$ cat config.mk
export PLATFORM = sky130hd
export DESIGN_NAME = sram_ctrl
export DESIGN_NICKNAME = d
export VERILOG_FILES = /design/src/rtl/sram_ctrl.sv
export SDC_FILE = /design/constraint.sdc
export NUM_CORES = 1
export LEC_CHECK = 0
export BUFFER_PORTS_ARGS = -buffer_cell sky130_fd_sc_hd__buf_2
export CORE_MARGIN = 2
export CORE_UTILIZATION = 40
export CTS_CLUSTER_DIAMETER = 60
export CTS_CLUSTER_SIZE = 28
export DETAILED_ROUTE_END_ITERATION = 8
export PLACE_DENSITY_LB_ADDON = 0.08
export SYNTH_ARGS = -nofsm -noshare
export SYNTH_HDL_FRONTEND = slang
export SYNTH_SLANG_ARGS = --single-unit
$ cat constraint.sdc
create_clock -name clk -period 1.5 [get_ports clk]
set_input_delay 0.075 -clock clk [delete_from_list [all_inputs] [get_ports clk]]
set_output_delay 0.075 -clock clk [all_outputs]
set_load 0.01 [all_outputs]
$ cat src/rtl/sram_ctrl.sv
module sram_ctrl #(
  parameter int ADDR_W  = 19,
  parameter int DATA_W  = 8,
  parameter int CLK_NS  = 10,
  parameter int T_RC_NS  = 10,
  parameter int T_AA_NS  = 10,
  parameter int T_ACE_NS = 8,
  parameter int T_OE_NS  = 5,
  parameter int T_WP_NS  = 8,
  parameter int T_AW_NS  = 8,
  parameter int T_DW_NS  = 6,
  parameter int T_WC_NS  = 10,
  parameter int T_OHZ_NS = 5
) (
  input  logic              clk,
  input  logic              rst_n,
  input  logic              req_valid,
  output logic              req_ready,
  input  logic              req_write,
  input  logic [ADDR_W-1:0] req_addr,
  input  logic [DATA_W-1:0] req_wdata,
  output logic              rsp_valid,
  output logic [DATA_W-1:0] rsp_rdata,
  output logic [ADDR_W-1:0] mem_addr,
  output logic              mem_ce_n,
  output logic              mem_oe_n,
  output logic              mem_we_n,
  output logic [DATA_W-1:0] mem_dq_out,
  output logic              mem_dq_oe,
  input  logic [DATA_W-1:0] mem_dq_in
);

  function automatic int to_cyc(int ns);
    int c;
    c = (ns + CLK_NS - 1) / CLK_NS;
    return (c < 1) ? 1 : c;
  endfunction

  function automatic int max2(int a, int b);
    return (a > b) ? a : b;
  endfunction

  localparam int RD_CYC   = to_cyc(max2(max2(T_RC_NS, T_AA_NS), max2(T_ACE_NS, T_OE_NS)));
  localparam int WR_CYC   = max2(to_cyc(max2(T_WP_NS, max2(T_AW_NS, T_DW_NS))), to_cyc(T_WC_NS) - 1);
  localparam int TURN_CYC = to_cyc(T_OHZ_NS);
  localparam int MAX_CYC  = max2(RD_CYC, max2(WR_CYC, TURN_CYC));
  localparam int CNT_W    = $clog2(MAX_CYC + 1);

  typedef enum logic [2:0] {S_IDLE, S_RD, S_TURN, S_WR, S_REC} state_t;

  state_t            state;
  logic [CNT_W-1:0]  cnt;
  logic [ADDR_W-1:0] addr_q;
  logic [DATA_W-1:0] wdata_q;
  logic              after_rd;

  always_ff @(posedge clk or negedge rst_n) begin
    if (!rst_n) begin
      state     <= S_IDLE;
      cnt       <= '0;
      addr_q    <= '0;
      wdata_q   <= '0;
      after_rd  <= 1'b0;
      rsp_valid <= 1'b0;
      rsp_rdata <= '0;
    end else begin
      rsp_valid <= 1'b0;
      case (state)
        S_IDLE: if (req_valid) begin
          addr_q  <= req_addr;
          wdata_q <= req_wdata;
          if (!req_write) begin
            state <= S_RD;
            cnt   <= CNT_W'(RD_CYC - 1);
          end else if (after_rd) begin
            state <= S_TURN;
            cnt   <= CNT_W'(TURN_CYC - 1);
          end else begin
            state <= S_WR;
            cnt   <= CNT_W'(WR_CYC - 1);
          end
        end
        S_RD: if (cnt == '0) begin
          rsp_rdata <= mem_dq_in;
          rsp_valid <= 1'b1;
          after_rd  <= 1'b1;
          state     <= S_REC;
        end else cnt <= cnt - 1'b1;
        S_TURN: if (cnt == '0) begin
          state <= S_WR;
          cnt   <= CNT_W'(WR_CYC - 1);
        end else cnt <= cnt - 1'b1;
        S_WR: if (cnt == '0) begin
          after_rd <= 1'b0;
          state    <= S_REC;
        end else cnt <= cnt - 1'b1;
        default: state <= S_IDLE;
      endcase
    end
  end

  assign req_ready  = (state == S_IDLE);
  assign mem_ce_n   = !(state == S_RD || state == S_TURN || state == S_WR);
  assign mem_oe_n   = (state != S_RD);
  assign mem_we_n   = (state != S_WR);
  assign mem_dq_oe  = (state == S_WR);
  assign mem_addr   = addr_q;
  assign mem_dq_out = wdata_q;

endmodule

After elaboration in Yosys (flattened, before gate mapping)
Cells that the tools add are included.
{"block": "word_totals", "register_bits": 41, "input_bits": 39, "output_inout_bits": 41}
{"block": "op_classes", "add_sub_neg": 1, "eq_ne": 10, "n_mux": 14, "n_bitwise": 1, "n_reduce_logical": 13}
{"cell": "2-bit inequality test, second input constant", "n": 5}
{"cell": "3-bit 2-to-1 mux", "n": 3}
{"cell": "3-bit one-hot mux with 3 select lines", "n": 1}
{"cell": "1-bit 2-to-1 mux", "n": 7}
{"cell": "3-bit by 2-bit == test with 1-bit output, second input constant", "n": 2}
{"cell": "2-bit AND reduction", "n": 3}
{"cell": "3-bit AND reduction", "n": 2}
{"cell": "1-bit one-hot mux with 2 select lines", "n": 2}
{"cell": "2-bit nonzero test", "n": 2}
{"cell": "3-bit by 1-bit == test with 1-bit output, second input constant", "n": 1}
{"cell": "3-bit logical NOT", "n": 1}
{"cell": "3-bit by 1-bit inequality test with 1-bit output, second input constant", "n": 1}
{"cell": "3-bit by 2-bit inequality test with 1-bit output, second input constant", "n": 1}
{"cell": "3-bit OR reduction", "n": 1}
{"cell": "1-bit logical OR", "n": 2}
{"cell": "2-bit 2-to-1 mux", "n": 1}
{"cell": "2-bit OR reduction", "n": 1}
{"cell": "1-bit logical NOT", "n": 1}
{"cell": "1-bit inverter", "n": 1}
{"cell": "1-bit subtractor, second input constant", "n": 1}

Logic depth before layout (Yosys ltp)
Gate-level depths: netlist of the first run.
{"block": "depth", "ltp_word": 4, "ltp_mapped": 4}

Least setup slack after synthesis of the first run
OpenSTA, ideal clock, no wires.
{"block": "synth_path", "kind": "register -> register", "startpoint": "register state[2]", "endpoint": "register addr_q[13], in the netlist mem_addr[13]", "setup_time_ns": 0.125, "arrival_ns": 1.503, "t_required_ns": 1.375, "slack_ns": -0.128, "stages_incl_launch_ff": 4, "n_path_buf": 1, "period_less_slack_ns": 1.628, "path_cell_list": "dfrtp_1 -> nor4b_4 -> buf_6 -> mux2_2"}
{"block": "synth_via", "elab_chain_cells": 2}
{"element": "start, declared", "line_no": "51", "source": "state_t state;"}
{"element": "start signal, assigned", "line_no": "59", "source": "state <= S_IDLE;"}
{"element": "start signal, assigned", "line_no": "73", "source": "state <= S_RD;"}
{"element": "start signal, assigned", "line_no": "76", "source": "state <= S_TURN;"}
{"element": "3-bit logical NOT", "line_no": "68", "source": "case (state)"}
{"element": "2-bit AND reduction (no line)"}
{"element": "end signal, assigned", "line_no": "70", "source": "addr_q <= req_addr;"}
{"element": "end, declared", "line_no": "53", "source": "logic [ADDR_W-1:0] addr_q;"}
No other way between the ends.
A chain may end at the register's enable or synchronous reset.

Worst setup path after layout of the first run
{"block": "layout_path", "startpoint": "register state[0]", "endpoint": "register addr_q[16], in the netlist mem_addr[16]"}
The elaborated chain is that of the path after synthesis.

==> reports/metrics.cfg, run 1 <==
[outcome]
status=finished with violations
violations=setup timing

[detailed_routing]
totalWireLength_um=3420
route.detailed.drc=0
routedWlPerCell_um=13.9
firstDrtPassIters=3
drtAntennaViolNets=0
vias_per_cell=4.63
drtIter0Drc=11
vias=1139

[cts]
cts_tree=built
cts_made_buffers=5
root_buffer=clkbuf_8
cts_max_level=2
cts.path.max_buffers=2
cts.reportedPaths.clkPinSlew_ps=70
clock_sinks=40
clk_latency_ps=290

[synthesis]
synthAdderAreaFrac_pct=0
seq_area_frac_synth_pct=65.3
synth-xor-area-share_pct=0
syn_avg_cell_area_sq_um=16.3
synthMuxAreaShare_pct=25.7
ys_ff_latch=40
yosys_warnings=0
netlist_area_sq_mm=0.00153
synth_cell_types=17
synthSimpleGateAreaFrac_pct=4.08
synth-compound-area-share_pct=2.29
synth_nets=133
synth_top_family_by_area=multiplexers
netlist_instances=94

[finish]
multi_input_area_sq_um=564
drive_gt1_share_pct=71.2
final_cells=246
design_area_sq_mm=0.00238
nets=236
seqCellArea_sq_mm=0.00100
areaGrowthSynthToFinish_pct=55.6
fill_cells=305
antenna_cells=0

[global_routing]
gr-usage-met3_pct=6.13
grt-ovfl-total=0
grt_pass1_wl_um=4970
grt_max_degree=24
antenna_found_initial=0
grt_pass1_vias=1118
top_usage_layer=met2
grtUsageTotal_pct=15.8
use_met2_pct=26.5
use_met1_pct=17.6

[setup_path]
rrSetupSlack_ps=-40
start_kind=flip-flop
r2r-end=mem_addr[16]
critical_path_class=reg2reg
cp.required_ps=1670
worst-path-max-fanout=12
crit_path_end_kind=flip-flop
reg2regPathDepth=4
crit_arrival_ps=1710
r2r-start=state[0]

[job]
max-cap-violations=0

[min_path]
whs_endpoint=rsp_rdata[6]
hold_path.class=in2reg
holdCritStartpoint=mem_dq_in[6]
worst_hold_path.num_cells=2

[sta]
fmax_ghz=0.650
fin_ws_ps=-37.4
min_period_ps=1540
skew_ps=3.04
finalSetupViolations=3
finalHoldViolations=0
rsz0062_at_grt=true
worst_pin_slew_ps=458
slew_violations=0
finalCritPeriodShare_pct=102
max-slew-margin-rel_pct=69.4

[place]
place_area_sq_mm=0.00202
dp_cells=224
io_buffer_count=79
place_congestion=0.630
dp_hpwl_um=2280

[power]
leakagePower_uw=0.00120
p_total_uw=5430
peakVddDrop_v=0.00103
pwr_density_cell_mw_per_mm2=2280

[die]
die_w_um=65.9
die_h_um=65.9
num_rows=22
initial_core_util_pct=41.9
io_pins=80
dieArea_sq_mm=0.00434
core_sq_mm=0.00366

## worst max path at each step
stage                   from  cells after the start           end
finish              state[0]                      4  mem_addr[16]
global route        state[0]                      4  mem_addr[10]
CTS                 state[2]                      3  mem_addr[16]
detailed placement  state[2]                      3   mem_addr[5]
global placement    state[2]                      4  rsp_rdata[5]
floorplan           state[2]                      3  mem_addr[13]
## layout by cell type, fill, tap and decap left out, types with 2 or more instances in the layout
master         synthesis  routed
mux2_4                 0      16
buf_6                  2       6
clkbuf_8               0       7
o21bai_1               2       2
dfrtp_2                0       2
dfrtp_1               40      38
dlygate4sd3_1          0       7
buf_4                  0       6
buf_2                  2      79
nor3_1                 2       2
mux2_2                34      18
## final cells by class
class                           count  share of cell area, %
Tap cell                           48                   2.52
Timing Repair Buffer              100                   26.1
Sequential cell                    40                   42.1
Clock buffer                        7                   4.04
Clock inverter                      1                   1.26
Multi-Input combinational cell     48                   23.7
Inverter                            2                  0.315
## routing by layer
metal	part of all wire (%)	wire length (um)
met1	42	1430
met2	48	1630
met3	8.7	296
met4	1.6	53
met5	0	0
## repair_timing
action	CTS	global route
setup endpoints to repair	2	29
pin swaps	1	2
hold buffers	2	5
buffers inserted	0	4
gates resized for setup	5	22
gates cloned	1	2
endpoints found under the hold margin	21	5
## logic make-up after synthesis
group,after synthesis
muxes,35
buffers and inverters,6
and+or+nand+nor,8
AOI/OAI and AO/OA,5
DFF,40
## critical path: stages (launching register included)
cell	delay, ps
dfrtp_2	440
nor4b_4	300
buf_4	180
buf_12	150
mux2_2	340
## metrics by stage
step	setup WS, ps	hold slack, ps	util, %	TNS [ps]
floorplan	-117	-221	-	-2330
global placement	50.5	44.1	55.2	0
detailed placement	13.9	52.4	55.2	0
CTS	-0.317	3.09	59.9	-0.317
global route	-76.0	1.45	65.1	-1040
finish	-37.4	10.9	65.1	-96.9
## Yosys cell counts (all sizes together)
cell / count / area (sq um)
dfrtp: 40 / 1000
mux2: 35 / 394
buf: 4 / 32.5
inv: 2 / 7.51
nor3: 2 / 10.0
o21bai: 2 / 15.0
a21boi: 1 / 7.51
a21oi: 1 / 5.00
and2: 1 / 6.26
and2b: 1 / 7.51
nand2: 1 / 3.75
nor2: 1 / 3.75
nor3b: 1 / 7.51
nor4b: 1 / 23.8
o21a: 1 / 7.51
## sequential cells by signal (all words and copies together), names as in the netlist
name / flops
state: 3
after_rd: 1
rsp_rdata: 8
mem_dq_out: 8
mem_addr: 19
rsp_valid: 1
## report_power, final
part           internal, uW  total [uW]  switching [uW]
Sequential             1640        1950             308
Combinational          1500        2540            1040
Clock                   587         944             357
Total                  3730        5430            1700
Power figures use the tool's default switching activity.
==> run 2, diff against run 1 <==
--- a/config.mk
+++ b/config.mk
@@ -7,7 +7,8 @@
 export LEC_CHECK = 0
 export BUFFER_PORTS_ARGS = -buffer_cell sky130_fd_sc_hd__buf_2
 export CORE_MARGIN = 2
-export CORE_UTILIZATION = 40
+export CORE_UTILIZATION = 42
+export CTS_BUF_LIST = sky130_fd_sc_hd__clkbuf_2 sky130_fd_sc_hd__clkbuf_4 sky130_fd_sc_hd__clkbuf_8
 export CTS_CLUSTER_DIAMETER = 60
 export CTS_CLUSTER_SIZE = 28
 export DETAILED_ROUTE_END_ITERATION = 8
==> run 2 against run 1 <==
  * Global-route usage up 2.4 points
  * Wire length up 15%
  * Clock-buffer cell count unchanged
  * Sequential power about the same
  * Non-clock buffer count up 30
  * Hold slack better by 54 ps
  * Highest routed layer unchanged
  * Largest cell class unchanged
  * The flow still finishes with violations (setup timing)
==> reports/metrics.cfg, run 2 (synthesized netlist as in run 1, its figures left out) <==
[outcome]
status=finished with violations  ; unchanged
violations=setup timing  ; unchanged

[sta]
fmax_ghz=0.656  ; was 0.650 GHz
holdWs_ps=64.7  ; was 10.9 ps
finalHoldViolations=0  ; unchanged
setup_tns_ps=-183  ; was -96.9 ps
min_period_ps=1520  ; was 1540 ps
rsz0062_at_grt=true  ; unchanged
max-slew-margin-rel_pct=70.0  ; was 69.4%
skew_ps=13.6  ; was 3.04 ps
worst_pin_slew_ps=450  ; was 458 ps
finalSetupViolations=19  ; was 3
finalCritPeriodShare_pct=102  ; about the same
fin_ws_ps=-24.1  ; was -37.4 ps
slew_violations=0  ; unchanged

[job]
max-cap-violations=0  ; unchanged

[global_routing]
grt_max_degree=28  ; was 24
grtUsageTotal_pct=18.2  ; was 15.8%
antenna_found_initial=0  ; unchanged
grt-ovfl-total=0  ; unchanged
grt_pass1_wl_um=5690  ; was 4970 um
grt_pass1_vias=1325  ; was 1118

[setup_path]
cp_top_family=flip-flops  ; unchanged
crit_arrival_ps=1760  ; was 1710 ps
startpoint=state[2]  ; was state[0]
crit_path_end_kind=flip-flop  ; unchanged
critical_path.cell_chain=nor4b_4 -> buf_4 -> buf_12 -> mux2_2  ; unchanged
crit_path_top_delay_cell=dfrtp_2  ; unchanged
cp.required_ps=1730  ; was 1670 ps
r2r-start=state[2]  ; was state[0]
worst-path-max-fanout=14  ; was 12
critical_path_class=reg2reg  ; unchanged
start_kind=flip-flop  ; unchanged
slowest_delay_ps=460  ; was 440 ps
path_buf_inv=2  ; unchanged

[detailed_routing]
drtIter0Drc=36  ; was 11
top_layer=met4  ; unchanged
vias_per_cell=4.65  ; was 4.63
drtAntennaViolNets=0  ; unchanged
firstDrtPassIters=4  ; was 3
totalWireLength_um=3930  ; was 3420 um
m1WireLength_um=1510  ; was 1430 um
vias=1274  ; was 1139
routedWlPerCell_um=14.3  ; was 13.9 um
wl_met3_um=244  ; was 296 um
route.detailed.drc=0  ; unchanged
wl_met2_um=2110  ; was 1630 um

[min_path]
hold_path.class=in2reg  ; unchanged
holdCritStartpoint=req_write  ; was mem_dq_in[6]

[place]
place_congestion=0.638  ; was 0.630
dp_hpwl_um=2240  ; was 2280 um
dp_slack_ps=35.9  ; was 13.9 ps
io_buffer_count=79  ; unchanged
place_area_sq_mm=0.00201  ; was 0.00202 sq mm

[die]
core_sq_mm=0.00342  ; was 0.00366 sq mm
dieArea_sq_mm=0.00415  ; was 0.00434 sq mm
die_w_um=64.4  ; was 65.9 um
initial_core_util_pct=44.9  ; was 41.9%
num_rows=21  ; was 22
io_pins=80  ; unchanged
die_h_um=64.4  ; was 65.9 um

[cts]
cts_max_level=2  ; unchanged
root_buffer=clkbuf_4  ; was clkbuf_8
cts_made_buffers=5  ; unchanged
cts.path.max_buffers=2  ; unchanged
clock_sinks=40  ; unchanged
clk_latency_ps=350  ; was 290 ps
cts_tree=built  ; unchanged
cts.reportedPaths.clkPinSlew_ps=120  ; was 70 ps

[finish]
antenna_cells=0  ; unchanged
nets=266  ; was 236
fill_cells=230  ; was 305
final_common_cell=buf_2  ; unchanged
layout_common_cells=buf_2, dfrtp_1, dlygate4sd3_1, mux2_2, mux2_4  ; was buf_2, dfrtp_1, mux2_2, mux2_4
drive_gt1_share_pct=61.8  ; was 71.2%
design_area_sq_mm=0.00262  ; was 0.00238 sq mm
largest_reg_flops=19  ; unchanged
areaGrowthSynthToFinish_pct=70.6  ; was 55.6%
utilization_pct=76.6  ; was 65.1%

[power]
pwr_density_cell_mw_per_mm2=2020  ; was 2280 mW/mm^2
leakagePower_uw=0.00130  ; was 0.00120 uW
peakVddDrop_v=0.00104  ; was 0.00103 V

run 2: worst min-delay path: stages:
cell and delay [ps]:
buf_2 90, a21oi_1 60, nor3_1 130
run 2: path summary, 6_finish.rpt:
check | end | slack, ps | cells after the start
max | mem_addr[8] | -20 | 4
min | state[1] | 60 | 3
max reg2reg | mem_addr[8] | -20 | 4
min reg2reg | mem_addr[18] | 510 | 1
max in group asynchronous | mem_addr[12] | 670 | 3
min in group asynchronous | rsp_rdata[4] | 190 | 2
run 2: metrics by stage:
step	cells	total power [uW]
floorplan	94	3170
global placement	221	3930
detailed placement	221	4020
CTS	265	4880
global route	274	5640
finish	274	5280
run 2: timing repair:
action	CTS	global route
buffers inserted	0	7
resized for setup	1	15
hold buffers	36	0
endpoints found under the hold margin	54	0
setup endpoints to repair	1	28
gates cloned	0	2
run 2: area by class of cell:
type	instances	area [sq um]	area share [%]
inverter	2	7.51	0.287
timing repair buffer	130	906	34.6
clock buffer	7	65.1	2.49
sequential	40	1000	38.4
multi-input combinational	48	546	20.9
clock inverter	1	30.0	1.15
tap	46	57.6	2.20
run 2: where the power goes:
group	switching [uW]	total, uW	internal [uW]
Sequential	320	1960	1640
Combinational	1040	2550	1500
Clock	339	782	442
run 2: routing by layer:
layer  global-route usage, %  vias up
met2                    35.5       55
met3                    6.25        9
li1                        -      594
met1                    17.4      616
met5                       0        -
met4                    6.38        0
